### src/rtl/rbp_pkg.sv
package rbp_pkg;

  // Strobes passed from control to datapath each cycle
  typedef struct packed {
    logic psLoad;   // load the whole status word
    logic mirLoad;  // load the pointer fields from the bus byte
    logic mirRead;  // present the pointer byte on the bus
  } rbpStrobes_t;

endpackage

### src/rtl/rbp_ctrl.sv
module rbp_ctrl
  import rbp_pkg::*;
#(
  parameter int ADDR_W = 16,
  parameter logic [ADDR_W-1:0] MIRROR_ADDR = 16'h0078
) (
  input  logic              psWrEn,
  input  logic [ADDR_W-1:0] busAddr,
  input  logic              busWrEn,
  output rbpStrobes_t       strobes
);

  logic mirrorHit;

  assign mirrorHit = (busAddr == MIRROR_ADDR);

  always_comb begin
    strobes         = '0;
    strobes.psLoad  = psWrEn;
    // status word path takes priority over the byte mirror
    strobes.mirLoad = busWrEn && mirrorHit && !psWrEn;
    strobes.mirRead = mirrorHit;
  end

endmodule

### src/rtl/rbp_datapath.sv
module rbp_datapath
  import rbp_pkg::*;
#(
  parameter int BANK_W  = 5,
  parameter int DBANK_W = 3,
  parameter int CCR_W   = 8,
  parameter int SEL_W   = 3,
  parameter int OP_W    = 8,
  parameter int ADDR_W  = 16,
  localparam int PS_W     = BANK_W + DBANK_W + CCR_W,
  localparam int BYTE_W   = BANK_W + DBANK_W,
  localparam int PREFIX_W = ADDR_W - 1 - BANK_W - SEL_W
) (
  input  logic              clk,
  input  logic              rstN,
  input  rbpStrobes_t       strobes,
  input  logic [PS_W-1:0]   psWrData,
  input  logic [BYTE_W-1:0] busWrData,
  input  logic [OP_W-1:0]   opcode,
  output logic [PS_W-1:0]   psRdData,
  output logic [BYTE_W-1:0] busRdData,
  output logic [ADDR_W-1:0] regAddr
);

  logic [BANK_W-1:0]  bankPtr;
  logic [DBANK_W-1:0] directPtr;
  logic [CCR_W-1:0]   flags;
  logic [SEL_W-1:0]   regSel;

  // Pointer fields: written by either path
  always_ff @(posedge clk or negedge rstN) begin
    if (!rstN) begin
      bankPtr   <= '0;
      directPtr <= '0;
    end else if (strobes.psLoad) begin
      bankPtr   <= psWrData[PS_W-1 -: BANK_W];
      directPtr <= psWrData[CCR_W +: DBANK_W];
    end else if (strobes.mirLoad) begin
      bankPtr   <= busWrData[BYTE_W-1 -: BANK_W];
      directPtr <= busWrData[DBANK_W-1:0];
    end
  end

  // Flag byte: written only through the status path
  always_ff @(posedge clk or negedge rstN) begin
    if (!rstN) begin
      flags <= '0;
    end else if (strobes.psLoad) begin
      flags <= psWrData[CCR_W-1:0];
    end
  end

  assign psRdData  = {bankPtr, directPtr, flags};
  assign busRdData = strobes.mirRead ? {bankPtr, directPtr} : '0;
  assign regSel    = opcode[SEL_W-1:0];

  generate
    if (PREFIX_W > 0) begin : g_prefix
      assign regAddr = {{PREFIX_W{1'b0}}, 1'b1, bankPtr, regSel};
    end else begin : g_noPrefix
      assign regAddr = {1'b1, bankPtr, regSel};
    end
  endgenerate

endmodule

### src/rtl/bank_addr_gen.sv
module bank_addr_gen
  import rbp_pkg::*;
#(
  parameter int BANK_W  = 5,
  parameter int DBANK_W = 3,
  parameter int CCR_W   = 8,
  parameter int SEL_W   = 3,
  parameter int OP_W    = 8,
  parameter int ADDR_W  = 16,
  parameter logic [ADDR_W-1:0] MIRROR_ADDR = 16'h0078
) (
  input  logic                              clk,
  input  logic                              rstN,
  input  logic                              psWrEn,
  input  logic [BANK_W+DBANK_W+CCR_W-1:0]   psWrData,
  output logic [BANK_W+DBANK_W+CCR_W-1:0]   psRdData,
  input  logic [ADDR_W-1:0]                 busAddr,
  input  logic                              busWrEn,
  input  logic [BANK_W+DBANK_W-1:0]         busWrData,
  output logic [BANK_W+DBANK_W-1:0]         busRdData,
  input  logic [OP_W-1:0]                   opcode,
  output logic [ADDR_W-1:0]                 regAddr
);

  rbpStrobes_t strobes;

  rbp_ctrl #(
    .ADDR_W      (ADDR_W),
    .MIRROR_ADDR (MIRROR_ADDR)
  ) u_ctrl (
    .psWrEn  (psWrEn),
    .busAddr (busAddr),
    .busWrEn (busWrEn),
    .strobes (strobes)
  );

  rbp_datapath #(
    .BANK_W  (BANK_W),
    .DBANK_W (DBANK_W),
    .CCR_W   (CCR_W),
    .SEL_W   (SEL_W),
    .OP_W    (OP_W),
    .ADDR_W  (ADDR_W)
  ) u_dp (
    .clk       (clk),
    .rstN      (rstN),
    .strobes   (strobes),
    .psWrData  (psWrData),
    .busWrData (busWrData),
    .opcode    (opcode),
    .psRdData  (psRdData),
    .busRdData (busRdData),
    .regAddr   (regAddr)
  );

endmodule

### config.mk
export PLATFORM = sky130hd
export DESIGN_NAME = bank_addr_gen
export DESIGN_NICKNAME = d
export VERILOG_FILES = /design/src/rtl/rbp_pkg.sv /design/src/rtl/rbp_ctrl.sv /design/src/rtl/rbp_datapath.sv /design/src/rtl/bank_addr_gen.sv
export SDC_FILE = /design/constraint.sdc
export NUM_CORES = 1
export LEC_CHECK = 0
export BUFFER_PORTS_ARGS = -buffer_cell sky130_fd_sc_hd__buf_4
export CAP_MARGIN = 40
export CORE_ASPECT_RATIO = 2
export CORE_MARGIN = 10
export CORE_UTILIZATION = 33
export CTS_CLUSTER_SIZE = 16
export DETAILED_ROUTE_END_ITERATION = 10
export GPL_ROUTABILITY_DRIVEN = 0
export PLACE_DENSITY = 0.86
export SLEW_MARGIN = 20
export SYNTH_ARGS = -nofsm -noshare
export SYNTH_HDL_FRONTEND = slang
export SYNTH_SLANG_ARGS = --single-unit
### constraint.sdc
create_clock -name clk -period 1.5 [get_ports clk]
set_clock_uncertainty 0.15 [all_clocks]
set_input_delay 0.3 -clock clk [delete_from_list [all_inputs] [get_ports clk]]
set_output_delay 0.3 -clock clk [all_outputs]
set_load 0.01 [all_outputs]
==> results.py <==
metrics = {
    "run_status": {
        "status": "complete, but fails checks",
        "failed_checks": "setup timing",
    },
    "global_routing": {
        "grt_max_degree": 25,
        "antenna_found_initial": 0,
        "grt_use_total_pct": 11.42,
        "grt_pass1_vias": 1103,
        "grt_overflow": 0,
        "grt_pass1_wl_mm": 5.319,
    },
    "sta": {
        "clock.fmax_mhz": 560.7,
        "timing.final.ws_setup_ns": -0.2835,
        "setup_violations": 8,
        "hold_slack_ns": 0.1262,
        "finalHoldViolations": 0,
        "grt_setup_unrepaired": "true",
        "period_needed_ns": 1.784,
        "period_share_pct": 118.9,
        "finalMaxSlewViolations": 0,
    },
    "detailed_routing": {
        "drt_pass1_iterations": 4,
        "routed_wl_mm": 3.448,
        "drtIter0Drc": 16,
        "vias": 958,
        "final_antenna_net_count": 0,
        "via_per_inst": 4.913,
        "wl_per_cell_um": 17.68,
        "post-route-drc-count": 0,
    },
    "critical_path": {
        "regToRegStartpoint": "u_dp.flags[0]$_DFFE_PN0P_",
        "crit_fanout": 5,
        "criticalPathCategory": "in -> out",
        "critPathLaunchType": "primary input",
        "rr_endpoint": "u_dp.flags[0]$_DFFE_PN0P_",
        "required_ns": 1.05,
        "startpoint": "busAddr[0]",
        "worstPathArrival_ns": 1.33,
        "r2r_cells": 1,
        "worstSetupEndpointType": "output port",
        "r2r_slack_ns": 0.59,
    },
    "floorplan": {
        "core_mm2": 0.002943,
        "rows": 28,
        "die-area_mm2": 0.005738,
        "die_h_um": 97.60,
        "start_util_pct": 33.76,
        "ios": 92,
        "die_w_um": 58.80,
    },
    "synth": {
        "synth_edf_count": 0,
        "async_flop_share_pct": 100.0,
        "synth_largest_area_cell": "dfrtp_1",
        "postSynthCellCount": 95,
        "ys_types": 20,
        "ys_seq_elements": 16,
        "seq_area_frac_synth_pct": 40.30,
        "avgSynthCellArea_um2": 10.46,
        "ys.flop_type": "dfrtp_1",
        "synth_area_leaders": "dfrtp_1 (40%), buf_4 (12%), mux2_2 (9.1%)",
        "synth_top_area_share_pct": 40.30,
        "yosys_warnings": 0,
        "synth_area_um2": 993.5,
        "synth_commonest_cells": "buf_4 (16), dfrtp_1 (16)",
    },
    "placement": {
        "port-buffer-count": 72,
        "hpwl_mm": 2.660,
        "placed_cells": 185,
    },
    "cells_and_area": {
        "nFillCells": 261,
        "antenna_cells": 0,
        "fin_cells": 195,
        "drive_above_1_share_pct": 64.85,
        "area_growth_pct": 65.74,
        "nNetsFinal": 218,
    },
    "clock_tree": {
        "clkSlewWorstSetupHoldPaths_ns": 0.06,
        "cts_tree": "built",
        "root_buffer": "clkbuf_8",
        "clock_insertion_delay_worst_skew_ns": 0.25,
        "ctsLongestPathBuffers": 2,
        "cts_buffers": 3,
        "clock_sinks": 16,
        "htreeDepth": 1,
    },
    "pwr": {
        "power_leakage_nw": 0.8000,
        "peakVddDrop_mv": 0.5553,
        "power_density_mw_per_mm2": 733.7,
        "finalPower_mw": 1.208,
    },
    "worst_hold_path": {
        "min_from": "psWrData[4]",
        "hold_depth": 2,
        "hold_end": "u_dp.flags[4]$_DFFE_PN0P_",
        "hold_path_class": "in -> reg",
    },
    "job": {
        "cap_violations": 0,
    },
}
power by group:
part           total, mW  switching (mW)  internal [mW]
Combinational      0.319           0.131          0.188
Sequential         0.503          0.0300          0.473
Clock              0.386           0.153          0.233
Total               1.21           0.314          0.894
layer usage:
metal	vias to the layer above	global-route usage, %	share of wire, %
met5	-	0	0
li1	446	-	-
met2	72	18.54	48
met3	8	8.246	17
met1	432	10.69	33
met4	0	3.908	2.0
worst max-delay path, cell delays in order:
cell and delay [ns]:
buf_6 0.10, nor4_4 0.30, and4_4 0.28, buf_6 0.12, and2_4 0.13, buf_6 0.09
registers in the layout, indices dropped and copies added, names as in the netlist:
name and flops:
u_dp.flags 8, u_dp.bankPtr 5, u_dp.directPtr 3
repair_timing:
action	in CTS	in global routing
setup endpoints to repair	8	16
hold buffers	1	0
cloned	1	0
pin swaps	10	4
buffers inserted	4	1
endpoints found under the hold margin	16	0
gates resized for setup	17	2
stage by stage:
stage | TNS [ns] | utilization [%] | setup slack [ns] | cell area (µm²)
4_1_cts | -2.070 | 55.74 | -0.2678 | 1640
5_1_grt | -2.786 | 55.95 | -0.3263 | 1647
2_1_floorplan | -0.7867 | - | -0.09834 | 1044
6_report | -2.227 | 55.95 | -0.2835 | 1647
3_3_place_gp | -3.813 | 50.26 | -0.2785 | 1479
3_5_place_dp | -4.010 | 50.26 | -0.2913 | 1479
worst max path at each step:
stage | end | cells past startpoint
global route | busRdData[1] | 6
floorplan | busRdData[0] | 5
detailed placement | busRdData[1] | 6
finish | busRdData[1] | 6
CTS | busRdData[1] | 6
global placement | busRdData[0] | 6
layout by cell type, fill, tap and decap left out, drive strengths merged:
cell type    netlist  layout
conb               2       8
and2               8       8
nor4b              2       2
dlygate4sd3        0       1
a31oi              8       8
and4bb             1       1
nor2b              8       8
nor4               1       1
a21oi              8       8
dfrtp             16      16
nand4              1       1
mux2               8       8
clkbuf             3       4
o21ai              8       8
buf               19      81
inv                1       1
and4               1       1
area by class of cell:
type                       count  area, µm²  area share (%)
clock buffer                   4      55.05           3.343
timing repair buffer          82      674.4           40.96
multi-input combinational     62      475.5           28.88
tap                           30      37.54           2.280
inverter                       1      3.754          0.2280
sequential                    16      400.4           24.32
cell families (layout without fill, tap and decap cells):
kind of cell	after synthesis	count (layout)	synth area share, %
mux	8	8	9.068
buf+inv	23	87	17.76
other cells	2	8	0.7559
flops	16	16	40.30
compound gates	24	24	13.10
simple gates	22	22	19.02
Power figures use the tool's default switching activity.
